**src/rtl/epc_pkg.sv**
```systemverilog
package epc_pkg;

    typedef enum logic [1:0] {
        ARB_IDLE  = 2'd0,
        ARB_DATA  = 2'd1,
        ARB_PAUSE = 2'd2
    } arb_state_e;

    typedef struct packed {
        arb_state_e state;
        logic       pause_tx;
        logic       retry;
        logic       halt_prev;
        logic       irq;
        logic       data_start;
        logic       retry_out;
        logic       pause_start;
    } arb_regs_t;

    localparam int PAUSE_FRAME_BYTES = 60;

endpackage

```
**src/rtl/epc_rx_timer.sv**
```systemverilog
module epc_rx_timer #(
    parameter int QUANTA_W        = 16,
    parameter int CYC_PER_QUANTUM = 64
) (
    input  logic                clk,
    input  logic                rst_n,
    input  logic                rx_valid,
    input  logic [QUANTA_W-1:0] rx_quanta,
    output logic                active
);

    localparam int SUB_W = (CYC_PER_QUANTUM > 1) ? $clog2(CYC_PER_QUANTUM) : 1;
    localparam logic [SUB_W-1:0] SUB_TOP = SUB_W'(CYC_PER_QUANTUM - 1);

    typedef struct packed {
        logic [QUANTA_W-1:0] cnt;
        logic [SUB_W-1:0]    sub;
    } tmr_t;

    tmr_t tmr_d, tmr_q;

    always_comb begin
        tmr_d = tmr_q;
        if (rx_valid) begin
            tmr_d.cnt = rx_quanta;
            tmr_d.sub = SUB_TOP;
        end else if (tmr_q.cnt != '0) begin
            if (tmr_q.sub == '0) begin
                tmr_d.cnt = tmr_q.cnt - 1'b1;
                tmr_d.sub = SUB_TOP;
            end else begin
                tmr_d.sub = tmr_q.sub - 1'b1;
            end
        end
    end

    always_ff @(posedge clk) begin
        if (!rst_n) tmr_q <= '0;
        else        tmr_q <= tmr_d;
    end

    assign active = (tmr_q.cnt != '0);

    AST_ZERO_QUANTA_ENDS: assert property (@(posedge clk) disable iff (!rst_n)
        (rx_valid && rx_quanta == '0) |=> !active);
    AST_LOAD_RAISES_FLAG: assert property (@(posedge clk) disable iff (!rst_n)
        (rx_valid && rx_quanta != '0) |=> active);

endmodule

```
**src/rtl/epc_frame_gen.sv**
```systemverilog
module epc_frame_gen #(
    parameter int FRAME_BYTES = epc_pkg::PAUSE_FRAME_BYTES
) (
    input  logic        clk,
    input  logic        rst_n,
    input  logic        go,
    input  logic [15:0] quanta,
    input  logic [31:0] addr_lo,
    input  logic [15:0] addr_hi,
    output logic        byte_valid,
    output logic [7:0]  byte_out,
    output logic        byte_last
);

    localparam int IDX_W = $clog2(FRAME_BYTES);
    localparam logic [IDX_W-1:0] IDX_LAST = IDX_W'(FRAME_BYTES - 1);

    typedef struct packed {
        logic             active;
        logic [IDX_W-1:0] idx;
        logic [15:0]      quanta;
    } gen_t;

    gen_t gen_d, gen_q;
    logic [7:0] sel_byte;

    always_comb begin
        gen_d = gen_q;
        if (go) begin
            gen_d.active = 1'b1;
            gen_d.idx    = '0;
            gen_d.quanta = quanta;
        end else if (gen_q.active) begin
            if (gen_q.idx == IDX_LAST) gen_d.active = 1'b0;
            else                       gen_d.idx    = gen_q.idx + 1'b1;
        end
    end

    always_comb begin
        case (int'(gen_q.idx))
            0:       sel_byte = 8'h01;
            1:       sel_byte = 8'h80;
            2:       sel_byte = 8'hC2;
            3:       sel_byte = 8'h00;
            4:       sel_byte = 8'h00;
            5:       sel_byte = 8'h01;
            6:       sel_byte = addr_lo[31:24];
            7:       sel_byte = addr_lo[23:16];
            8:       sel_byte = addr_lo[15:8];
            9:       sel_byte = addr_lo[7:0];
            10:      sel_byte = addr_hi[15:8];
            11:      sel_byte = addr_hi[7:0];
            12:      sel_byte = 8'h88;
            13:      sel_byte = 8'h08;
            14:      sel_byte = 8'h00;
            15:      sel_byte = 8'h01;
            16:      sel_byte = gen_q.quanta[15:8];
            17:      sel_byte = gen_q.quanta[7:0];
            default: sel_byte = 8'h00;
        endcase
    end

    always_ff @(posedge clk) begin
        if (!rst_n) gen_q <= '0;
        else        gen_q <= gen_d;
    end

    assign byte_valid = gen_q.active;
    assign byte_out   = gen_q.active ? sel_byte : 8'h00;
    assign byte_last  = gen_q.active && (gen_q.idx == IDX_LAST);

    AST_FIRST_BYTE_DA: assert property (@(posedge clk) disable iff (!rst_n)
        $rose(byte_valid) |-> (byte_out == 8'h01));
    AST_BYTES_CONTIGUOUS: assert property (@(posedge clk) disable iff (!rst_n)
        (byte_valid && !byte_last) |=> byte_valid);

endmodule

```
**src/rtl/epc_arbiter.sv**
```systemverilog
module epc_arbiter
    import epc_pkg::*;
(
    input  logic clk,
    input  logic rst_n,
    input  logic cfg_stop,
    input  logic cfg_pause_set,
    input  logic data_ready,
    input  logic tx_done,
    input  logic tx_coll,
    input  logic rx_pause_active,
    input  logic gen_last,
    output logic gen_go,
    output logic data_start,
    output logic data_retry,
    output logic pause_start,
    output logic stop_irq,
    output logic pause_tx_pend
);

    arb_regs_t arb_d, arb_q;
    logic data_halt;
    logic halt_eff;

    always_comb begin
        arb_d             = arb_q;
        arb_d.irq         = 1'b0;
        arb_d.data_start  = 1'b0;
        arb_d.retry_out   = 1'b0;
        arb_d.pause_start = 1'b0;
        gen_go            = 1'b0;

        data_halt = cfg_stop | arb_q.pause_tx | rx_pause_active;
        halt_eff  = (cfg_stop | arb_q.pause_tx) && (arb_q.state != ARB_DATA);

        arb_d.halt_prev = halt_eff;
        arb_d.irq       = halt_eff & ~arb_q.halt_prev;

        if (cfg_pause_set) arb_d.pause_tx = 1'b1;

        case (arb_q.state)
            ARB_IDLE: begin
                if (arb_q.pause_tx) begin
                    arb_d.state       = ARB_PAUSE;
                    arb_d.pause_start = 1'b1;
                    gen_go            = 1'b1;
                end else if ((data_ready | arb_q.retry) && !data_halt) begin
                    arb_d.state      = ARB_DATA;
                    arb_d.data_start = 1'b1;
                    arb_d.retry_out  = arb_q.retry;
                    arb_d.retry      = 1'b0;
                end
            end
            ARB_DATA: begin
                if (tx_coll) begin
                    arb_d.retry = 1'b1;
                    arb_d.state = ARB_IDLE;
                end else if (tx_done) begin
                    arb_d.state = ARB_IDLE;
                end
            end
            ARB_PAUSE: begin
                if (gen_last) begin
                    arb_d.state = ARB_IDLE;
                    if (!cfg_pause_set) arb_d.pause_tx = 1'b0;
                end
            end
            default: arb_d.state = ARB_IDLE;
        endcase
    end

    always_ff @(posedge clk) begin
        if (!rst_n) arb_q <= '0;
        else        arb_q <= arb_d;
    end

    assign data_start    = arb_q.data_start;
    assign data_retry    = arb_q.retry_out;
    assign pause_start   = arb_q.pause_start;
    assign stop_irq      = arb_q.irq;
    assign pause_tx_pend = arb_q.pause_tx;

    AST_START_EXCLUSIVE: assert property (@(posedge clk) disable iff (!rst_n)
        !(data_start && pause_start));
    AST_HALT_BLOCKS_DATA: assert property (@(posedge clk) disable iff (!rst_n)
        data_start |-> ($past(!cfg_stop) && $past(!rx_pause_active)));
    AST_IRQ_SINGLE: assert property (@(posedge clk) disable iff (!rst_n)
        stop_irq |=> !stop_irq);
    AST_PAUSE_BIT_CLEAR: assert property (@(posedge clk) disable iff (!rst_n)
        $fell(pause_tx_pend) |-> $past(gen_last));

endmodule

```
**src/rtl/eth_pause_ctrl.sv**
```systemverilog
module eth_pause_ctrl #(
    parameter int QUANTA_W        = 16,
    parameter int CYC_PER_QUANTUM = 64
) (
    input  logic        clk,
    input  logic        rst_n,
    input  logic        cfg_stop,
    input  logic        cfg_pause_set,
    input  logic [15:0] cfg_pause_quanta,
    input  logic [31:0] station_addr_lo,
    input  logic [15:0] station_addr_hi,
    input  logic        data_ready,
    input  logic        tx_done,
    input  logic        tx_coll,
    input  logic        rx_pause_valid,
    input  logic [15:0] rx_pause_quanta,
    output logic        data_start,
    output logic        data_retry,
    output logic        pause_start,
    output logic        pause_byte_valid,
    output logic [7:0]  pause_byte,
    output logic        pause_byte_last,
    output logic        stop_irq,
    output logic        pause_tx_pend,
    output logic        rx_pause_flag
);

    logic gen_go;

    epc_rx_timer #(
        .QUANTA_W       (QUANTA_W),
        .CYC_PER_QUANTUM(CYC_PER_QUANTUM)
    ) u_timer (
        .clk      (clk),
        .rst_n    (rst_n),
        .rx_valid (rx_pause_valid),
        .rx_quanta(QUANTA_W'(rx_pause_quanta)),
        .active   (rx_pause_flag)
    );

    epc_frame_gen #(
        .FRAME_BYTES(epc_pkg::PAUSE_FRAME_BYTES)
    ) u_gen (
        .clk       (clk),
        .rst_n     (rst_n),
        .go        (gen_go),
        .quanta    (cfg_pause_quanta),
        .addr_lo   (station_addr_lo),
        .addr_hi   (station_addr_hi),
        .byte_valid(pause_byte_valid),
        .byte_out  (pause_byte),
        .byte_last (pause_byte_last)
    );

    epc_arbiter u_arb (
        .clk            (clk),
        .rst_n          (rst_n),
        .cfg_stop       (cfg_stop),
        .cfg_pause_set  (cfg_pause_set),
        .data_ready     (data_ready),
        .tx_done        (tx_done),
        .tx_coll        (tx_coll),
        .rx_pause_active(rx_pause_flag),
        .gen_last       (pause_byte_last),
        .gen_go         (gen_go),
        .data_start     (data_start),
        .data_retry     (data_retry),
        .pause_start    (pause_start),
        .stop_irq       (stop_irq),
        .pause_tx_pend  (pause_tx_pend)
    );

    AST_GRANT_NOT_DURING_FRAME: assert property (@(posedge clk) disable iff (!rst_n)
        pause_start |-> !$past(pause_byte_valid && !pause_byte_last));

endmodule

```
**config.mk**
```make
export PLATFORM = sky130hd
export DESIGN_NAME = eth_pause_ctrl
export DESIGN_NICKNAME = d
export VERILOG_FILES = /design/src/rtl/epc_pkg.sv /design/src/rtl/epc_rx_timer.sv /design/src/rtl/epc_frame_gen.sv /design/src/rtl/epc_arbiter.sv /design/src/rtl/eth_pause_ctrl.sv
export SDC_FILE = /design/constraint.sdc
export NUM_CORES = 1
export LEC_CHECK = 0
export ABC_AREA = 0
export BUFFER_PORTS_ARGS = -buffer_cell sky130_fd_sc_hd__buf_2
export CAP_MARGIN = 20
export CORE_UTILIZATION = 50
export DETAILED_ROUTE_END_ITERATION = 12
export PLACE_DENSITY = 0.86
export SYNTH_ARGS = -nofsm -noshare
export SYNTH_HDL_FRONTEND = slang
export SYNTH_SLANG_ARGS = --single-unit
export TNS_END_PERCENT = 50
```
**constraint.sdc**
```tcl
create_clock -name clk -period 2.64 [get_ports clk]
set_input_delay 0.264 -clock clk [delete_from_list [all_inputs] [get_ports clk]]
set_output_delay 0.264 -clock clk [all_outputs]
set_load 0.02 [all_outputs]
```
======== Word-level counts from Yosys, hierarchy flattened ========
Index checks and enable logic that the tools add are counted.
word-level totals
  register bits after elaboration ......... 54
cells by class
  add/subtract/negate cells ............... 3
  eq/ne operators ......................... 24
  mux-type cells .......................... 26
  bitwise logic cells ..................... 9
  reduce and logical (&&, ||, !) cells .... 20
operators by type and width
  operator                                             number
  one-hot mux 8 bit (13 select lines)                  1
  2-to-1 mux 22 bit                                    2
  == test 6 x 4 -> 1 bit (second input constant)       7
  == test 6 x 3 -> 1 bit (second input constant)       3
  2-to-1 mux 16 bit                                    1
  nonzero test 16 bit                                  1
  subtractor 16 x 1 -> 16 bit (second input constant)  1
  2-to-1 mux 7 bit                                     2
  == test 6 x 5 -> 1 bit (second input constant)       2
  logical NOT 6 bit                                    2
  2-to-1 mux 6 bit                                     2
  2-to-1 mux 2 bit                                     5
  2-to-1 mux 1 bit                                     9
  2-to-1 mux 8 bit                                     1
  adder 6 x 1 -> 6 bit (second input constant)         1
  == test 6 x 1 -> 1 bit (second input constant)       1
  == test 6 x 2 -> 1 bit (second input constant)       1
  == test 6 bit (second input constant)                1
  != test 2 bit (second input constant)                3
  one-hot mux 2 bit (3 select lines)                   1
  AND reduction 2 bit                                  3
  nonzero test 2 bit                                   3
  OR reduction 3 bit                                   2
  subtractor 6 x 1 -> 6 bit (second input constant)    1
  other kinds (17)                                     26

======== Logic depth before layout (Yosys ltp) ========
Gate-level depths: netlist (run 1).
  depth after elaboration ................. 7
  gate-level depth with buffers ........... 9
  depth with buffers taken out ............ 8

======== Modules after synthesis ========
From an unflattened synthesis (run 1), not the netlist that was laid out.
second synthesis, totals
  cell total of the unflattened synthesis .. 390
  area total of the unflattened synthesis .. 3266.9 µm²
modules (own cells, without submodules)
  module         times used  cells an instance  area an instance (µm²)  seq. area each (µm²)
  epc_frame_gen  1           178                1556.5                  460.4
  epc_rx_timer   1           178                1391.3                  440.4
  epc_arbiter    1           34                 319.1                   180.2

======== Worst setup path before layout (run 1) ========
No wires, ideal clock.
  path type ............................... flip-flop to output port
  start point ............................. reg u_gen.gen_q[16] (netlist bit)
  end point ............................... out pause_byte[5]
  data arrival time ....................... 2.004 ns
  path slack .............................. 0.372 ns
  stages on the path, launching flop included .. 7
  buffers on the path ..................... 0
  cell sequence ........................... dfxtp_1 -> inv_1 -> ha_1 -> or3_1 -> a221o_1 -> o41ai_2 -> nor2_1
on the way
  word-level cells in the longest chain between the ends .. 4
  elaborated cells between the ends (all ways) .. 18
  those cells by class .................... 14 x eq/ne; 2 x mux; 2 x reduce/logical
RTL lines
  what                                            line                  RTL
  start, declared                                 epc_frame_gen.sv:24   gen_t gen_d, gen_q;
  start signal, assigned                          epc_frame_gen.sv:65   else gen_q <= gen_d;
  == test 6 x 3 -> 1 bit (tied with other cells)  epc_frame_gen.sv:40   case (int'(gen_q.idx))
  OR reduction 3 bit (no line)                    n/a
  one-hot mux 8 bit (13 select lines) (*)         epc_frame_gen.sv:40
  2-to-1 mux 8 bit (*)                            epc_frame_gen.sv:69   assign byte_out = gen_q.active ? sel_byte : 8'h00;
  end, declared                                   eth_pause_ctrl.sv:21  output logic [7:0] pause_byte,
Every way passes the cells marked *; elsewhere a longest branch is shown, timed or not.

======== Final worst setup path (run 1) ========
  start point ............................. reg u_gen.gen_q[16] (netlist bit)
  end point ............................... out pause_byte[3]
The elaborated chain is that of the path after synthesis.

==> results.cfg, run 1 <==
[finish]
fill_cells = 499
final_common_cell = buf_2
drive_gt1_share_pct = 31.3
post-route-util_pct = 65.8
fin_nets = 579
insertedDiodeCount = 0
mostFrequentLayoutCells = 101 x buf_2, 50 x dfxtp_1, 36 x nand2_1
area_growth_pct = 25.9

[clocking]
cts_max_level = 2
cts.sinks = 54
clk_latency_ns = 0.31
numCtsBuffers = 5
cts_tree = built
cts_root_buf = clkbuf_8
clkTransAtPathRegs_ns = 0.09
clk_path_buf_depth = 2
hold_buffers = 0

[worst_setup_path]
worstSetupStartpointType = flip-flop
crit_slowest_cell = dfxtp_4
timing.reg2reg.worst_path_depth = 5
worst_path_most_repeated_cell = buf_4
reg2reg_from = u_timer.tmr_q[6]$_SDFFE_PN0P_
max_stage_delay_ns = 0.38
crit_chain = clkinvlp_4, ha_4, or3_1, a221o_1, o41ai_2, buf_4, a31oi_1, buf_4
timing.rr.end = u_timer.tmr_q[19]$_SDFFE_PN0P_
cp.arrival_ns = 2.36
end_kind = primary output
r2r_slack_ns = 0.43
worst-path-max-fanout = 7
worstSetupPathType = reg -> out
crit_required_ns = 2.38

[routing]
vias = 3432
drtAntennaViolNets = 0
first_iter_violations = 126
drt-total-wl_mm = 9.01
viasPerCell = 6.15
routedWlPerCell_um = 16.1
drcViolationCount = 0
drt_first_pass_iters = 5

[run]
cap_viol_max_count = 0

[floorplanning]
die_area_mm2 = 0.00658
ios = 104
rows = 28
dieHeight_um = 81.1
die_w_um = 81.1
core_area_mm2 = 0.00599
initial_core_util_pct = 52.2

[yosys]
syn_nets = 480
syn_area_mm2 = 0.00313
synth-async-reset-ratio_pct = 0
synth_edf_count = 0
yosysTopAreaCellShare_pct = 34.5
synth-seq-cells = 54
ys.flop_type = dfxtp_1
synth_cells = 383
ys_top_cells_by_area = dfxtp_1 35%, a22o_1 6.2%, nand2_1 4.3%
syn_avg_cell_area_um2 = 8.17
ys_warn_count = 0
ys_seq_area_share_pct = 34.5
synth.distinct_cells = 57
netlist.top_cell.by_area = dfxtp_1

[global_route]
grt_pass1_wl_mm = 13.8
grt_pass1_vias = 3137
grt.total_usage_pct = 26.9
antenna_found_initial = 0
grt_max_degree = 31
grt-ovfl-total = 0

[sta]
grt_setup_unrepaired = true
setup_viol = 0
hold_violations = 0
clock_skew_ns = 0.00862
period_needed_ns = 2.63
tightest_slew_ns = 0.661
fmax_ghz = 0.381
maxSlewHeadroom_pct = 55.9
fin_crit_sh_pct = 99.5
hold_ws_ns = 0.162
finalMaxSlewViolations = 0

[hold_path]
hold_class = in -> reg
whs_endpoint = u_gen.gen_q[0]$_SDFFE_PN0P_
hold_start = cfg_pause_quanta[0]
min_delay_path_depth = 2

[outcome]
status = completed

[pwr]
irDropWorstVdd_v = 0.000362
p_per_area_mw_per_mm2 = 527
power.leakage_nw = 1.66

[placement]
port_buffers = 103
gp_congestion = 0.942
hpwlAfterDp_mm = 6.64
==> routing by layer <==
| metal | part of all wire, % | track usage [%] |
|---|---|---|
| met5 | 0 | 0 |
| met4 | 2.5 | 10.5 |
| met3 | 6.5 | 3.93 |
| met2 | 51 | 49.7 |
| met1 | 40 | 30.7 |
==> repair_timing <==
item                       4_1_cts  5_1_grt
pin swaps                        0        1
resized for setup                6       13
setup endpoints to repair        7        8
buffers inserted                 0        4
hold endpoints to repair         0        0
==> registers in the layout, indices dropped and copies added, names as in the netlist <==
name / cells
u_arb.data_start: 1
u_arb.pause_start: 1
u_arb.arb_q: 4
u_gen.byte_valid: 1
u_arb.stop_irq: 1
u_arb.data_retry: 1
u_gen.gen_q: 22
u_timer.tmr_q: 22
u_arb.pause_tx_pend: 1
==> layout make-up <==
| cell class | count | area (um^2) | share of cell area [%] |
|---|---|---|---|
| Inverter | 13 | 52.6 | 1.33 |
| Timing Repair Buffer | 122 | 663 | 16.8 |
| Clock buffer | 6 | 72.6 | 1.84 |
| Clock inverter | 2 | 37.5 | 0.953 |
| Multi-Input combinational cell | 286 | 1930 | 49.0 |
| Tap cell | 75 | 93.8 | 2.38 |
| Sequential cell | 54 | 1090 | 27.7 |
==> critical path: cells and delay by family (launching register included) <==
family / cells / cell delay [ns]
AOI/OAI and AO/OA: 3 / 0.58
adders and majority gates: 1 / 0.20
buffers and inverters: 3 / 0.54
DFF: 1 / 0.38
and+or+nand+nor: 1 / 0.36
==> synthesized netlist by cell type (4+ instances only) <==
library cell  instances
a21oi_1              26
a221oi_1              6
a22o_1               22
a22oi_1              11
a31o_2                4
a31oi_1               9
a32oi_1              10
and2_1                9
and3_1                6
clkbuf_1             24
dfxtp_1              54
ha_1                  9
inv_1                13
nand2_1              36
nand3_1               9
nor2_1               32
nor3_1                6
nor4b_1               4
o211ai_1              5
o21ai_0              15
o31ai_1               6
o41ai_1               5
or3_1                 4
xor2_1                4
==> report_power, final <==
part	internal (mW)	leakage [nW]	switching [mW]	total, mW
logic	0.245	1.16	0.318	0.562
registers	0.883	0.446	0.0768	0.960
clock network	0.283	0.0514	0.272	0.555
total	1.41	1.66	0.667	2.08
==> stage by stage <==
step | area (um^2) | cells | TNS, ns | setup WS [ns] | power [mW]
5_1_grt | 3940 | 558 | -0.255 | -0.0541 | 2.19
6_report | 3940 | 558 | 0 | 0.0142 | 2.08
4_1_cts | 3850 | 554 | 0 | 0.0380 | 2.07
2_1_floorplan | 3130 | 383 | 0 | 0.372 | 1.33
3_3_place_gp | 3730 | 546 | 0 | 0.360 | 1.49
3_5_place_dp | 3730 | 546 | 0 | 0.262 | 1.51
==> how the worst max path moves through the flow <==
stage | start | end | slack, ns | cells past startpoint
final | u_gen.gen_q[16]$_SDFFE_PP0P_ | pause_byte[3] | 0.01 | 8
after global placement | u_gen.gen_q[16]$_SDFFE_PP0P_ | pause_byte[3] | 0.36 | 8
after CTS | u_gen.gen_q[16]$_SDFFE_PP0P_ | pause_byte[3] | 0.04 | 8
after global routing | u_gen.gen_q[16]$_SDFFE_PP0P_ | pause_byte[3] | -0.05 | 8
after floorplan | u_gen.gen_q[16]$_SDFFE_PP0P_ | pause_byte[5] | 0.37 | 6
after detailed placement | u_gen.gen_q[17]$_SDFFE_PP0P_ | pause_byte[3] | 0.26 | 9
==> cell families (layout without fill, tap and decap cells) <==
| family | Yosys count | count (layout) | share of synthesized area [%] |
|---|---|---|---|
| flip-flops | 54 | 54 | 34.5 |
| AO/OA/AOI/OAI | 139 | 139 | 32.5 |
| AND/OR/NAND/NOR | 129 | 129 | 21.2 |
| buffers and inverters | 43 | 143 | 5.44 |
| multiplexers | 2 | 2 | 0.680 |
| adder cells (fa/ha/maj) | 9 | 9 | 3.60 |
| XOR/XNOR | 7 | 7 | 1.96 |
Power figures use the tool's default switching activity.
==> run 2: changes to the inputs <==
- RECOVER_POWER: unset -> 100
==> results.cfg, run 2 (synthesized netlist as in run 1, its figures left out) <==
[outcome]
status = completed

[floorplanning]
initial_core_util_pct = 52.2
rows = 28
die_w_um = 81.1
die_area_mm2 = 0.00658
ios = 104
core_area_mm2 = 0.00599
dieHeight_um = 81.1

[global_route]
grt.total_usage_pct = 26.9
grt_max_degree = 31
grt-ovfl-total = 0
antenna_found_initial = 0
grt_pass1_wl_mm = 13.8
grt_pass1_vias = 3137

[clocking]
cts_tree = built
cts.sinks = 54
clkTransAtPathRegs_ns = 0.10
cts_max_level = 2
hold_buffers = 0
clk_latency_ns = 0.31
numCtsBuffers = 5
cts_root_buf = clkbuf_8
clk_path_buf_depth = 2

[sta]
fin_tns_setup_ns = 0
grt_setup_unrepaired = true
clock_skew_ns = 0.00911
finalMaxSlewViolations = 0
fmax_ghz = 0.381
tightest_slew_ns = 0.917
fin_crit_sh_pct = 99.4
hold_violations = 0
period_needed_ns = 2.62
maxSlewHeadroom_pct = 38.9
hold_ws_ns = 0.161
setup_viol = 0

[finish]
final_common_cell = buf_2
insertedDiodeCount = 0
fill_cells = 504
regArea_mm2 = 0.00109
fin_nets = 579
multiInputGateArea_mm2 = 0.00193
area_growth_pct = 25.4
mostFrequentLayoutCells = 94 x buf_2, 50 x dfxtp_1, 36 x nand2_1
reg_top3 = u_gen.gen_q: 22 flops, u_timer.tmr_q: 22 flops, u_arb.arb_q: 4 flops
final_area_mm2 = 0.00393
drive_gt1_share_pct = 29.6

[pwr]
irDropWorstVdd_v = 0.000361
p_per_area_mw_per_mm2 = 528
p_total_mw = 2.07
power.leakage_nw = 1.63

[routing]
vias = 3393
drcViolationCount = 0
drt_first_pass_iters = 5
drt-total-wl_mm = 8.99
drtAntennaViolNets = 0
first_iter_violations = 131
routedWlPerCell_um = 16.1
viasPerCell = 6.08

[worst_setup_path]
r2r_slack_ns = 0.43
crit_required_ns = 2.38
reg2reg_from = u_timer.tmr_q[6]$_SDFFE_PN0P_
crit_chain = clkinvlp_4, ha_4, or3_1, a221o_1, o41ai_2, buf_4, a31oi_1, buf_4
timing.reg2reg.worst_path_depth = 5
timing.rr.end = u_timer.tmr_q[19]$_SDFFE_PN0P_
worstSetupStartpointType = flip-flop
path_delay_family = compound AO/OA/AOI/OAI gates
cp.buffers_inverters = 3
worstSetupPathType = reg -> out
crit_slowest_cell = dfxtp_4
worst_path_most_repeated_cell = buf_4
cp.arrival_ns = 2.36
end_kind = primary output
worst-path-max-fanout = 7
max_stage_delay_ns = 0.38

[hold_path]
min_delay_path_depth = 2
hold_start = cfg_pause_quanta[15]
whs_endpoint = u_gen.gen_q[15]$_SDFFE_PN0P_
hold_class = in -> reg

[placement]
gp_congestion = 0.942
hpwlAfterDp_mm = 6.64
port_buffers = 103
dpl-instance-area_mm2 = 0.00373

[run]
cap_viol_max_count = 0
run 2: timing repair:
action                     in CTS  in global routing
setup buffers                   0                  4
pin swaps                       0                  1
gates resized for setup         6                 13
setup endpoints to repair       7                  8
gates cloned                    0                  0
run 2: how the worst max path moves through the flow:
stage,startpoint,end,slack (ns),cells past startpoint
final,u_gen.gen_q[16]$_SDFFE_PP0P_,pause_byte[3],0.02,8
after global routing,u_gen.gen_q[16]$_SDFFE_PP0P_,pause_byte[3],-0.05,8
after CTS,u_gen.gen_q[16]$_SDFFE_PP0P_,pause_byte[3],0.04,8
after detailed placement,u_gen.gen_q[17]$_SDFFE_PP0P_,pause_byte[3],0.26,9
after global placement,u_gen.gen_q[16]$_SDFFE_PP0P_,pause_byte[3],0.36,8
after floorplan,u_gen.gen_q[16]$_SDFFE_PP0P_,pause_byte[5],0.37,6
run 2: power by group:
part	leakage [nW]	total, mW	switching (mW)	internal (mW)
Clock	0.0514	0.554	0.271	0.283
Combinational	1.13	0.559	0.318	0.242
Sequential	0.446	0.960	0.0768	0.883
run 2: cell type report:
cell class,instances,share of cell area (%)
Multi-Input combinational cell,286,49.2
Sequential cell,54,27.8
Timing Repair Buffer,122,16.5
Tap cell,75,2.39
Clock buffer,6,1.85
Inverter,13,1.34
Clock inverter,2,0.956
run 2: per-layer routing:
layer	up-vias	part of all wire, %	GRT usage [%]
met5	-	0	0
met4	0	2.2	10.5
met3	20	6.9	3.93
met2	166	51	49.7
met1	1566	40	30.7
li1	1641	-	-
run 2: through the flow:
stage,std cells,setup slack (ns),utilization [%]
6_report,558,0.0162,65.5
3_5_place_dp,546,0.262,62.3
4_1_cts,554,0.0380,64.3
2_1_floorplan,383,0.372,-
3_3_place_gp,546,0.360,62.3
5_1_grt,558,-0.0541,65.5
